File: src/rtl/pll_retune_pkg.sv
package pll_retune_pkg;

    localparam int DATA_W = 32;
    localparam int NDIV_W = 10;

    typedef enum logic [1:0] {
        OP_RMW = 2'd0,
        OP_WR  = 2'd1,
        OP_RD  = 2'd2
    } op_e;

    // Order of this list is the bring-up order
    typedef enum logic [3:0] {
        ST_BYP_ON, ST_RST_ON, ST_FRAC_LO, ST_FRAC_HI, ST_NDIV, ST_LOOP,
        ST_PLL_REL, ST_VCO_UPD, ST_POLL, ST_POST_REL, ST_BYP_OFF, ST_READBACK
    } step_e;

    typedef struct packed {
        op_e              op;
        logic [11:0]      off;
        logic [DATA_W-1:0] mask;
        logic [DATA_W-1:0] val;
    } acc_t;

    localparam logic [11:0] OFF_RST  = 12'h070;
    localparam logic [11:0] OFF_CMD  = 12'h080;
    localparam logic [11:0] OFF_STAT = 12'h084;
    localparam logic [11:0] OFF_BYP  = 12'h0AC;
    localparam logic [11:0] OFF_FLO  = 12'h100;
    localparam logic [11:0] OFF_FHI  = 12'h104;
    localparam logic [11:0] OFF_DIV  = 12'h108;
    localparam logic [11:0] OFF_LOOP = 12'h10C;

    localparam int BIT_PLL_RST  = 4;
    localparam int BIT_POST_RST = 5;
    localparam int BIT_LOCK     = 9;
    localparam int BIT_BYP      = 0;
    localparam int BIT_VCO_UPD  = 0;
    localparam int PDIV_LSB     = 12;
    localparam int PDIV_VAL     = 1;

    localparam logic [DATA_W-1:0] LOOP_WORD =
        (DATA_W'(3) << 0) | (DATA_W'(2) << 4) | (DATA_W'(0) << 7) | (DATA_W'(50) << 10);

    function automatic logic [NDIV_W-1:0] ndiv_of(logic [1:0] sel);
        case (sel)
            2'd1:    return NDIV_W'(10'h078);
            2'd2:    return NDIV_W'(10'h03C);
            2'd3:    return NDIV_W'(10'h01E);
            default: return '0;
        endcase
    endfunction

    function automatic logic [1:0] sel_of(logic [DATA_W-1:0] word);
        case (word[NDIV_W-1:0])
            10'h078: return 2'd1;
            10'h03C: return 2'd2;
            10'h01E: return 2'd3;
            default: return 2'd0;
        endcase
    endfunction

    function automatic acc_t step_acc(step_e s, logic [NDIV_W-1:0] ndiv);
        acc_t a;
        a.op   = OP_RMW;
        a.off  = OFF_RST;
        a.mask = '0;
        a.val  = '0;
        case (s)
            ST_BYP_ON:   begin a.off = OFF_BYP; a.mask = DATA_W'(1) << BIT_BYP; a.val = a.mask; end
            ST_RST_ON:   begin a.mask = (DATA_W'(1) << BIT_PLL_RST) | (DATA_W'(1) << BIT_POST_RST); end
            ST_FRAC_LO:  begin a.op = OP_WR; a.off = OFF_FLO; a.mask = '1; end
            ST_FRAC_HI:  begin a.op = OP_WR; a.off = OFF_FHI; a.mask = '1; end
            ST_NDIV:     begin
                a.op = OP_WR; a.off = OFF_DIV; a.mask = '1;
                a.val = DATA_W'(ndiv) | (DATA_W'(PDIV_VAL) << PDIV_LSB);
            end
            ST_LOOP:     begin a.op = OP_WR; a.off = OFF_LOOP; a.mask = '1; a.val = LOOP_WORD; end
            ST_PLL_REL:  begin a.mask = DATA_W'(1) << BIT_PLL_RST; a.val = a.mask; end
            ST_VCO_UPD:  begin a.off = OFF_CMD; a.mask = DATA_W'(1) << BIT_VCO_UPD; a.val = a.mask; end
            ST_POLL:     begin a.op = OP_RD; a.off = OFF_STAT; end
            ST_POST_REL: begin a.mask = DATA_W'(1) << BIT_POST_RST; a.val = a.mask; end
            ST_BYP_OFF:  begin a.off = OFF_BYP; a.mask = DATA_W'(1) << BIT_BYP; end
            ST_READBACK: begin a.op = OP_RD; a.off = OFF_DIV; end
            default:     ;
        endcase
        return a;
    endfunction

endpackage

File: src/rtl/pll_retune_bus.sv
module pll_retune_bus
    import pll_retune_pkg::*;
#(
    parameter int ADDR_W = 32
) (
    input  logic              clk,
    input  logic              rst_n,
    input  logic              req,
    input  op_e               op,
    input  logic [ADDR_W-1:0] addr,
    input  logic [DATA_W-1:0] mask,
    input  logic [DATA_W-1:0] val,
    output logic              acc_done,
    output logic [DATA_W-1:0] acc_data,
    output logic [ADDR_W-1:0] bus_addr,
    output logic [DATA_W-1:0] bus_wdata,
    input  logic [DATA_W-1:0] bus_rdata,
    output logic              bus_rd,
    output logic              bus_wr,
    input  logic              bus_ready
);

    typedef enum logic [1:0] {B_IDLE, B_RD, B_WR} bstate_e;

    typedef struct packed {
        bstate_e           st;
        op_e               op;
        logic [ADDR_W-1:0] addr;
        logic [DATA_W-1:0] mask;
        logic [DATA_W-1:0] val;
        logic [DATA_W-1:0] hold;
        logic              done;
    } bus_s;

    bus_s q, d;

    always_comb begin
        d      = q;
        d.done = 1'b0;
        case (q.st)
            B_IDLE: if (req) begin
                d.op   = op;
                d.addr = addr;
                d.mask = mask;
                d.val  = val;
                d.hold = val;
                d.st   = (op == OP_WR) ? B_WR : B_RD;
            end
            B_RD: if (bus_ready) begin
                if (q.op == OP_RMW) begin
                    d.hold = (bus_rdata & ~q.mask) | (q.val & q.mask);
                    d.st   = B_WR;
                end else begin
                    d.hold = bus_rdata;
                    d.done = 1'b1;
                    d.st   = B_IDLE;
                end
            end
            B_WR: if (bus_ready) begin
                d.done = 1'b1;
                d.st   = B_IDLE;
            end
            default: d.st = B_IDLE;
        endcase
    end

    always_ff @(posedge clk or negedge rst_n) begin
        if (!rst_n) begin
            q <= '{st: B_IDLE, op: OP_RMW, default: '0};
        end else begin
            q <= d;
        end
    end

    assign bus_rd    = (q.st == B_RD);
    assign bus_wr    = (q.st == B_WR);
    assign bus_addr  = q.addr;
    assign bus_wdata = q.hold;
    assign acc_done  = q.done;
    assign acc_data  = q.hold;

    // a stalled strobe keeps its address and data
    p_rd_hold_r9: assert property (@(posedge clk) disable iff (!rst_n)
        (bus_rd && !bus_ready) |=> (bus_rd && $stable(bus_addr)));
    p_wr_hold_r9: assert property (@(posedge clk) disable iff (!rst_n)
        (bus_wr && !bus_ready) |=> (bus_wr && $stable(bus_addr) && $stable(bus_wdata)));

endmodule

File: src/rtl/pll_retune_gap.sv
module pll_retune_gap #(
    parameter int GAP = 256
) (
    input  logic clk,
    input  logic rst_n,
    input  logic run,
    output logic expire
);

    localparam int CW = $clog2(GAP + 1);

    logic [CW-1:0] cnt_q, cnt_d;

    always_comb begin
        expire = run && (cnt_q == CW'(GAP - 1));
        cnt_d  = (run && !expire) ? cnt_q + CW'(1) : '0;
    end

    always_ff @(posedge clk or negedge rst_n) begin
        if (!rst_n) cnt_q <= '0;
        else        cnt_q <= cnt_d;
    end

endmodule

File: src/rtl/pll_retune_seq.sv
module pll_retune_seq
    import pll_retune_pkg::*;
#(
    parameter int               CL_W     = 3,
    parameter int               N_CL     = 4,
    parameter int               ADDR_W   = 32,
    parameter logic [ADDR_W-1:0] BASE    = 32'h6600_0000,
    parameter logic [ADDR_W-1:0] STRIDE  = 32'h0000_2000,
    parameter int               POLL_MAX = 1500,
    parameter int               POLL_GAP = 256
) (
    input  logic              clk,
    input  logic              rst_n,
    input  logic              start,
    input  logic [CL_W-1:0]   cluster,
    input  logic [1:0]        freq_sel,
    output logic [ADDR_W-1:0] bus_addr,
    output logic [31:0]       bus_wdata,
    input  logic [31:0]       bus_rdata,
    output logic              bus_rd,
    output logic              bus_wr,
    input  logic              bus_ready,
    output logic              busy,
    output logic              done,
    output logic              lock_err,
    output logic [1:0]        sel_now
);

    localparam int PW = $clog2(POLL_MAX + 1);

    typedef enum logic [1:0] {F_IDLE, F_ISSUE, F_WAIT, F_GAP} fsm_e;

    typedef struct packed {
        fsm_e              fsm;
        step_e             step;
        logic [ADDR_W-1:0] base;
        logic [NDIV_W-1:0] ndiv;
        logic [PW-1:0]     polls;
        logic              err;
        logic [1:0]        sel;
        logic              done;
    } seq_s;

    seq_s q, d;

    acc_t              acc;
    logic              acc_done;
    logic [DATA_W-1:0] acc_data;
    logic              gap_expire;

    always_comb begin
        acc    = step_acc(q.step, q.ndiv);
        d      = q;
        d.done = 1'b0;
        case (q.fsm)
            F_IDLE: if (start) begin
                d.base  = (32'(cluster) < N_CL) ? BASE + STRIDE * ADDR_W'(cluster) : BASE;
                d.ndiv  = ndiv_of(freq_sel);
                d.step  = ST_BYP_ON;
                d.polls = '0;
                d.err   = 1'b0;
                d.fsm   = F_ISSUE;
            end
            F_ISSUE: d.fsm = F_WAIT;
            F_WAIT: if (acc_done) begin
                d.fsm = F_ISSUE;
                case (q.step)
                    ST_RST_ON:  d.step = (q.ndiv == '0) ? ST_PLL_REL : ST_FRAC_LO;
                    ST_VCO_UPD: begin
                        d.step  = ST_POLL;
                        d.polls = '0;
                        d.fsm   = F_GAP;
                    end
                    ST_POLL: begin
                        if (acc_data[BIT_LOCK]) begin
                            d.step = ST_POST_REL;
                        end else if (q.polls == PW'(POLL_MAX - 1)) begin
                            d.err  = 1'b1;
                            d.step = ST_POST_REL;
                        end else begin
                            d.polls = q.polls + PW'(1);
                            d.fsm   = F_GAP;
                        end
                    end
                    ST_READBACK: begin
                        d.sel  = sel_of(acc_data);
                        d.done = 1'b1;
                        d.fsm  = F_IDLE;
                    end
                    default: d.step = step_e'(q.step + 4'd1);
                endcase
            end
            F_GAP: if (gap_expire) d.fsm = F_ISSUE;
            default: d.fsm = F_IDLE;
        endcase
    end

    always_ff @(posedge clk or negedge rst_n) begin
        if (!rst_n) begin
            q <= '{fsm: F_IDLE, step: ST_BYP_ON, default: '0};
        end else begin
            q <= d;
        end
    end

    pll_retune_bus #(.ADDR_W(ADDR_W)) u_bus (
        .clk       (clk),
        .rst_n     (rst_n),
        .req       (q.fsm == F_ISSUE),
        .op        (acc.op),
        .addr      (q.base + ADDR_W'(acc.off)),
        .mask      (acc.mask),
        .val       (acc.val),
        .acc_done  (acc_done),
        .acc_data  (acc_data),
        .bus_addr  (bus_addr),
        .bus_wdata (bus_wdata),
        .bus_rdata (bus_rdata),
        .bus_rd    (bus_rd),
        .bus_wr    (bus_wr),
        .bus_ready (bus_ready)
    );

    pll_retune_gap #(.GAP(POLL_GAP)) u_gap (
        .clk    (clk),
        .rst_n  (rst_n),
        .run    (q.fsm == F_GAP),
        .expire (gap_expire)
    );

    assign busy     = (q.fsm != F_IDLE);
    assign done     = q.done;
    assign lock_err = q.err;
    assign sel_now  = q.sel;

    // done is a single-cycle pulse and ends busy
    p_done_pulse_r10: assert property (@(posedge clk) disable iff (!rst_n)
        done |=> !done);
    p_busy_end_r10: assert property (@(posedge clk) disable iff (!rst_n)
        $fell(busy) |-> done);
    // the captured base cannot change mid-sequence
    p_base_hold_r2: assert property (@(posedge clk) disable iff (!rst_n)
        (busy && $past(busy)) |-> $stable(q.base));
    // the poll counter never passes its budget
    p_poll_bound_r7: assert property (@(posedge clk) disable iff (!rst_n)
        32'(q.polls) < POLL_MAX);

endmodule

File: config.mk
export PLATFORM = sky130hd
export DESIGN_NAME = pll_retune_seq
export DESIGN_NICKNAME = d
export VERILOG_FILES = /design/src/rtl/pll_retune_pkg.sv /design/src/rtl/pll_retune_bus.sv /design/src/rtl/pll_retune_gap.sv /design/src/rtl/pll_retune_seq.sv
export SDC_FILE = /design/constraint.sdc
export NUM_CORES = 1
export LEC_CHECK = 0
export BUFFER_PORTS_ARGS = -buffer_cell sky130_fd_sc_hd__buf_2
export CORE_MARGIN = 4
export CORE_UTILIZATION = 50
export DETAILED_ROUTE_END_ITERATION = 6
export HOLD_SLACK_MARGIN = 0.03
export PLACE_DENSITY = 0.82
export SYNTH_ARGS = -nofsm -noshare
export SYNTH_HDL_FRONTEND = slang
export SYNTH_SLANG_ARGS = --single-unit
File: constraint.sdc
create_clock -name clk -period 1.9 [get_ports clk]
set_input_delay 0.38 -clock clk [delete_from_list [all_inputs] [get_ports clk]]
set_output_delay 0.38 -clock clk [all_outputs]
set_load 0.02 [all_outputs]
Yosys cells after proc, flatten, opt, wreduce, memory -nomap -nowiden:

Index checks and enable logic that the tools add are counted.

* bits in registers: 205
* bits in latches: 0
* memory bits (writable): 0
* memory bits (read-only): 0
* bits of input ports: 41
* word-level logic and storage cells: 132
* memories: 0

* $add $sub $neg: 5
* $mul: 0
* div/mod/pow operators: 0
* $lt $le $gt $ge: 1
* eq/ne operators: 39
* shift operators: 0
* muxes and demuxes: 41
* bitwise logic cells: 4
* reductions and logical operators: 26

Operators with widths (count)
* 32-bit one-hot mux with 5 select lines: 1
* 132-bit two-way mux: 1
* 16-bit one-hot mux with 5 select lines: 1
* 32-bit bitwise AND: 2
* 32-bit two-way mux: 2
* 32-bit one-hot mux with 2 select lines: 1
* 9-bit one-hot mux with 7 select lines: 1
* 60-bit two-way mux: 1
* 33-bit two-way mux: 1
* 31-bit by 16-bit adder with 32-bit output, first input constant: 1
* 32-bit by 12-bit adder with 32-bit output: 1
* 32-bit inverter: 1
* 32-bit bitwise OR: 1
* 12-bit one-hot mux with 2 select lines: 1
* 11-bit one-hot mux with 2 select lines: 1
* 7-bit one-hot mux with 3 select lines: 1
* 2-bit one-hot mux with 3 select lines: 3
* 4-bit by 3-bit == test with 1-bit output, second input constant: 4
* 4-bit == test, second input constant: 4
* 4-bit one-hot mux with 4 select lines: 1
* 15-bit two-way mux: 1
* 2-bit two-way mux: 7
* 12-bit two-way mux: 1
* 3-bit AND reduction: 4
* other kinds (40): 73

Depth between registers and ports, before layout:

* depth in word-level cells: 7
* gate-level depth with buffers: 8

Hierarchy:

A second synthesis with hierarchy kept.

* cell total of the unflattened synthesis: 900
* area, all modules: 9684.3 um^2

By module, submodules not included
* pll_retune_bus: times used 1, cells an instance 599, area an instance 7101.8 um^2
* pll_retune_seq: times used 1, cells an instance 259, area an instance 2162.1 um^2
* pll_retune_gap: times used 1, cells an instance 42, area an instance 420.4 um^2

Least setup slack after synthesis:

OpenSTA, ideal clock, no wires.

* path kind: register to register
* from: reg q[57] (netlist name)
* to: reg q[57] (netlist name)
* data arrival time: 1.878 ns
* path slack: -0.103 ns
* stages on the path, launching flop included: 8
* buffers on the path: 1
* cell sequence: dfrtp_1 -> inv_1 -> ha_1 -> buf_2 -> nand3b_1 -> or2_4 -> o221ai_2 -> mux2_2

* word-level cells in the longest chain between the ends: 4

Ends and longest elaborated chain
* start, declared: RTL line pll_retune_seq.sv:44 `seq_s q, d;`
* start signal, assigned: RTL line pll_retune_seq.sv:100 `q <= '{fsm: F_IDLE, step: ST_BYP_ON, default: '0};`
* start signal, assigned: RTL line pll_retune_seq.sv:102 `q <= d;`
* 4-bit by 1-bit adder with 4-bit output (tied with other cells): RTL line pll_retune_seq.sv:90 `default: d.step = step_e'(q.step + 4'd1);`
* 4-bit one-hot mux with 4 select lines: RTL line pll_retune_seq.sv:67 `case (q.step)`
* 6-bit two-way mux: RTL line pll_retune_seq.sv:65 `F_WAIT: if (acc_done) begin`
* 4-bit one-hot mux with 2 select lines: RTL line pll_retune_seq.sv:55 `case (q.fsm)`

Several ways; a longest one is shown, not always the timed one. The select of a mux whose other input is x is not followed.
A chain may end at the register's enable or synchronous reset.

Final worst setup path:

* from: reg q[58] (netlist name)
* to: reg q[57] (netlist name)

* word-level cells in the longest chain between the ends: 4

Ends and longest elaborated chain (RTL line)
* 4-bit == test (tied with other cells): pll_retune_seq.sv:67
* 4-bit one-hot mux with 4 select lines: pll_retune_seq.sv:67
* 6-bit two-way mux: pll_retune_seq.sv:65
* 4-bit one-hot mux with 2 select lines: pll_retune_seq.sv:55

Several ways; a longest one is shown, not always the timed one. The select of a mux whose other input is x is not followed.

==> flow_metrics.env <==
export IMPL_status="finished, final reports clean"
export IMPL_fmax_mhz=542
export IMPL_synth_fa_ha_area_share_pct=3.56
export IMPL_antenna_found_initial=0
export IMPL_routed_wl_um=12100
export IMPL_clockRootBuffer="clkbuf_8"
export IMPL_synth_edf_count=0
export IMPL_cts_buffers=9
export IMPL_yosysTopAreaCell="dfrtp_1"
export IMPL_p_comb_share_pct=47.2
export IMPL_grt_use_met3_pct=3.93
export IMPL_synth_top_family_by_area="compound AO/OA/AOI/OAI gates"
export IMPL_p_int_mw=4.98
export IMPL_ys_seq_elements=97
export IMPL_place_gp_congestion=0.865
export IMPL_grt_pass1_vias=4158
export IMPL_required_ns=2.15
export IMPL_top_usage_layer="met2"
export IMPL_finalHoldViolCount=0
export IMPL_fin_nets=667
export IMPL_p_per_area_nw_per_um2=1420
export IMPL_yosys_top_cells_area="dfrtp_1 46%, buf_4 9.5%, nand2_1 4.3%"
export IMPL_clk_latency_ns=0.37
export IMPL_grt_pass1_wl_um=19900
export IMPL_coreArea_um2=10300
export IMPL_ios=112
export IMPL_initialDrtViolationCount=275
export IMPL_via_count=4171
export IMPL_ir_worst_vdd_v=0.000709
export IMPL_drt_first_pass_iters=7
export IMPL_synth_seq_area_share_pct=46.0
export IMPL_synthCells=526
export IMPL_async_flop_share_pct=100
export IMPL_cap_violations=0
export IMPL_swShare_pct=42.2
export IMPL_grt_max_degree=41
export IMPL_synth_area_mux_share_pct=3.27
export IMPL_area_growth_pct=15.3
export IMPL_synth_area_per_cell_um2=10.0
export IMPL_rows=37
export IMPL_p_leak_nw=2.97
export IMPL_cts_buffer_depth=2
export IMPL_arrival_ns=2.10
export IMPL_cp_max_fo=5
export IMPL_die_w_um=111
export IMPL_ant_nets=0
export IMPL_start_util_pct=51.1
export IMPL_port_buffers=92
export IMPL_cts_num_sinks=97
export IMPL_use_met2_pct=32.6
export IMPL_relSlewSlack_pct=60.6
export IMPL_num_fill_cells=879
export IMPL_overflow=0
export IMPL_finalClockSkew_ns=0.0140
export IMPL_maxSlewViolCount=0
export IMPL_fin_crit_ns=1.84
export IMPL_dpl_hpwl_um=8780
export IMPL_mappedNetlistArea_um2=5280
export IMPL_yosys_warnings=0
export IMPL_h_tree_depth=3
export IMPL_p_clk_share_pct=15.7
export IMPL_setup_viol=0
export IMPL_pwr_share_seq_pct=37.2
export IMPL_die_area_um2=12300
export IMPL_wire_per_inst_um=16.1
export IMPL_synth_top_area_share_pct=46.0
export IMPL_clkTransAtPathRegs_ns=0.10
export IMPL_route_detailed_drc=0
export IMPL_diodes=0
export IMPL_drive_gt1_share_pct=32.7
export IMPL_critPathLaunchType="flip-flop"
export IMPL_worstHoldPathType="primary input to flip-flop"
export IMPL_die_y_um=111
export IMPL_p_switching_mw=3.63
export IMPL_fin_tns_setup_ns=0
export IMPL_synth_simple_area_share_pct=16.3
export IMPL_rsz0062_at_grt="true"
export IMPL_postLayoutCoreUtil_pct=58.9
export IMPL_cts_tree="done"
export IMPL_endpoint_kind="flip-flop"
export IMPL_synth_compound_area_share_pct=16.6
export IMPL_crit_type="flip-flop to flip-flop"
export IMPL_ys_flop_type="dfrtp_1"
export IMPL_grt_total_usage_pct=19.5
export IMPL_vias_per_cell=5.55
export IMPL_synth_xor_area_share_pct=0.996
export IMPL_ys_types=67
export IMPL_worstMarginPinSlew_ns=0.589
export IMPL_grt_use_met1_pct=24.3
export IMPL_fin_crit_sh_pct=97.1
==> area by class of cell <==
class / count / area (um^2) / area share, %
repair buffers: 144 / 892 / 14.7
flip-flops and latches: 97 / 2430 / 39.9
multi-input cells: 339 / 2330 / 38.3
clock inverters: 5 / 62.6 / 1.03
clock buffers: 10 / 128 / 2.10
well taps: 136 / 170 / 2.80
inverters: 20 / 75.1 / 1.23
==> through the flow <==
stage	cell area, um^2	hold WS [ns]	total power, mW	worst slack [ns]	std cells
final	6080	0.211	8.62	0.0554	751
after global routing	6080	0.199	9.21	-0.0571	751
after CTS	5930	0.200	8.43	0.00279	740
after detailed placement	5720	0.387	7.06	-0.000629	724
after global placement	5720	0.383	6.92	0.0770	724
after floorplan	5390	0.0844	6.18	0.00109	544
==> state kept, by name (all words and copies together) (netlist names) <==
signal	flops
sel_now	2
lock_err	1
u_bus.acc_done	1
done	1
u_bus.acc_data	32
u_bus.q	17
u_gap.cnt_q	9
q	25
u_bus.bus_addr	9
==> power groups by stage <==
stage | Clock [mW] | Sequential [mW] | Combinational, mW
detailed placement | 0 | 3.21 | 3.85
CTS | 1.38 | 3.18 | 3.88
global route | 1.46 | 3.29 | 4.46
floorplan | 0 | 3.06 | 3.12
global placement | 0 | 3.18 | 3.74
finish | 1.35 | 3.20 | 4.06
==> repair_timing <==
item / CTS / global route
resized for setup: 1 / 18
pin swaps: 1 / 6
cloned: 0 / 1
setup buffers: 0 / 10
setup endpoints to repair: 3 / 57
hold endpoints to repair: 35 / 0
hold buffers: 1 / 0
==> cell usage after synthesis, types with 10 or more instances <==
master / instances
a21oi_1: 14
a22o_1: 26
a31oi_1: 17
buf_4: 67
clkbuf_1: 11
dfrtp_1: 97
ha_1: 15
inv_1: 20
mux2_2: 10
nand2_1: 61
nor2_1: 27
o21ai_0: 24
==> final timing paths <==
check | from | endpoint | slack [ns] | cells past startpoint
max | q[58] | q[57] | 0.06 | 6
min | bus_rdata[28] | u_bus.acc_data[28] | 0.21 | 2
max reg2reg | q[58] | q[57] | 0.06 | 6
min reg2reg | u_gap.cnt_q[0] | u_gap.cnt_q[0] | 0.47 | 1
max in group asynchronous | rst_n | u_bus.bus_addr[3] | 0.80 | 3
min in group asynchronous | rst_n | u_gap.cnt_q[5] | 0.52 | 2
==> cell usage in the layout (no fill, tap or decap), types with 7 or more instances in the layout <==
cell type and count:
a21oi_1 13, a22o_1 25, a31oi_1 17, buf_2 91, buf_4 47, clkbuf_8 9
conb_1 19, dfrtp_1 96, ha_1 10, inv_1 18, mux2_2 7, nand2_1 61
nand3_1 9, nor2_1 27, nor2b_1 7, o21ai_0 23
==> critical path: stages, from the launching register on <==
cell	delay (ns)
dfrtp_1	0.43
inv_2	0.11
ha_4	0.14
nand3b_1	0.14
or2_4	0.31
o221ai_4	0.27
mux2_4	0.33
==> cell families after synthesis <==
family,count (synthesis)
adders and majority gates,15
AOI/OAI and AO/OA,119
DFF,97
other,1
muxes,16
xor gates and xnor gates,6
and+or+nand+nor,163
buffers and inverters,109
==> layer usage <==
metal	routed length, um	vias to the layer above	part of all wire (%)
li1	-	1952	-
met1	5070	2027	42
met2	5900	162	49
met3	781	30	6.4
met4	362	0	3.0
met5	0	-	0
No activity file was read; power rests on OpenSTA's default activity.
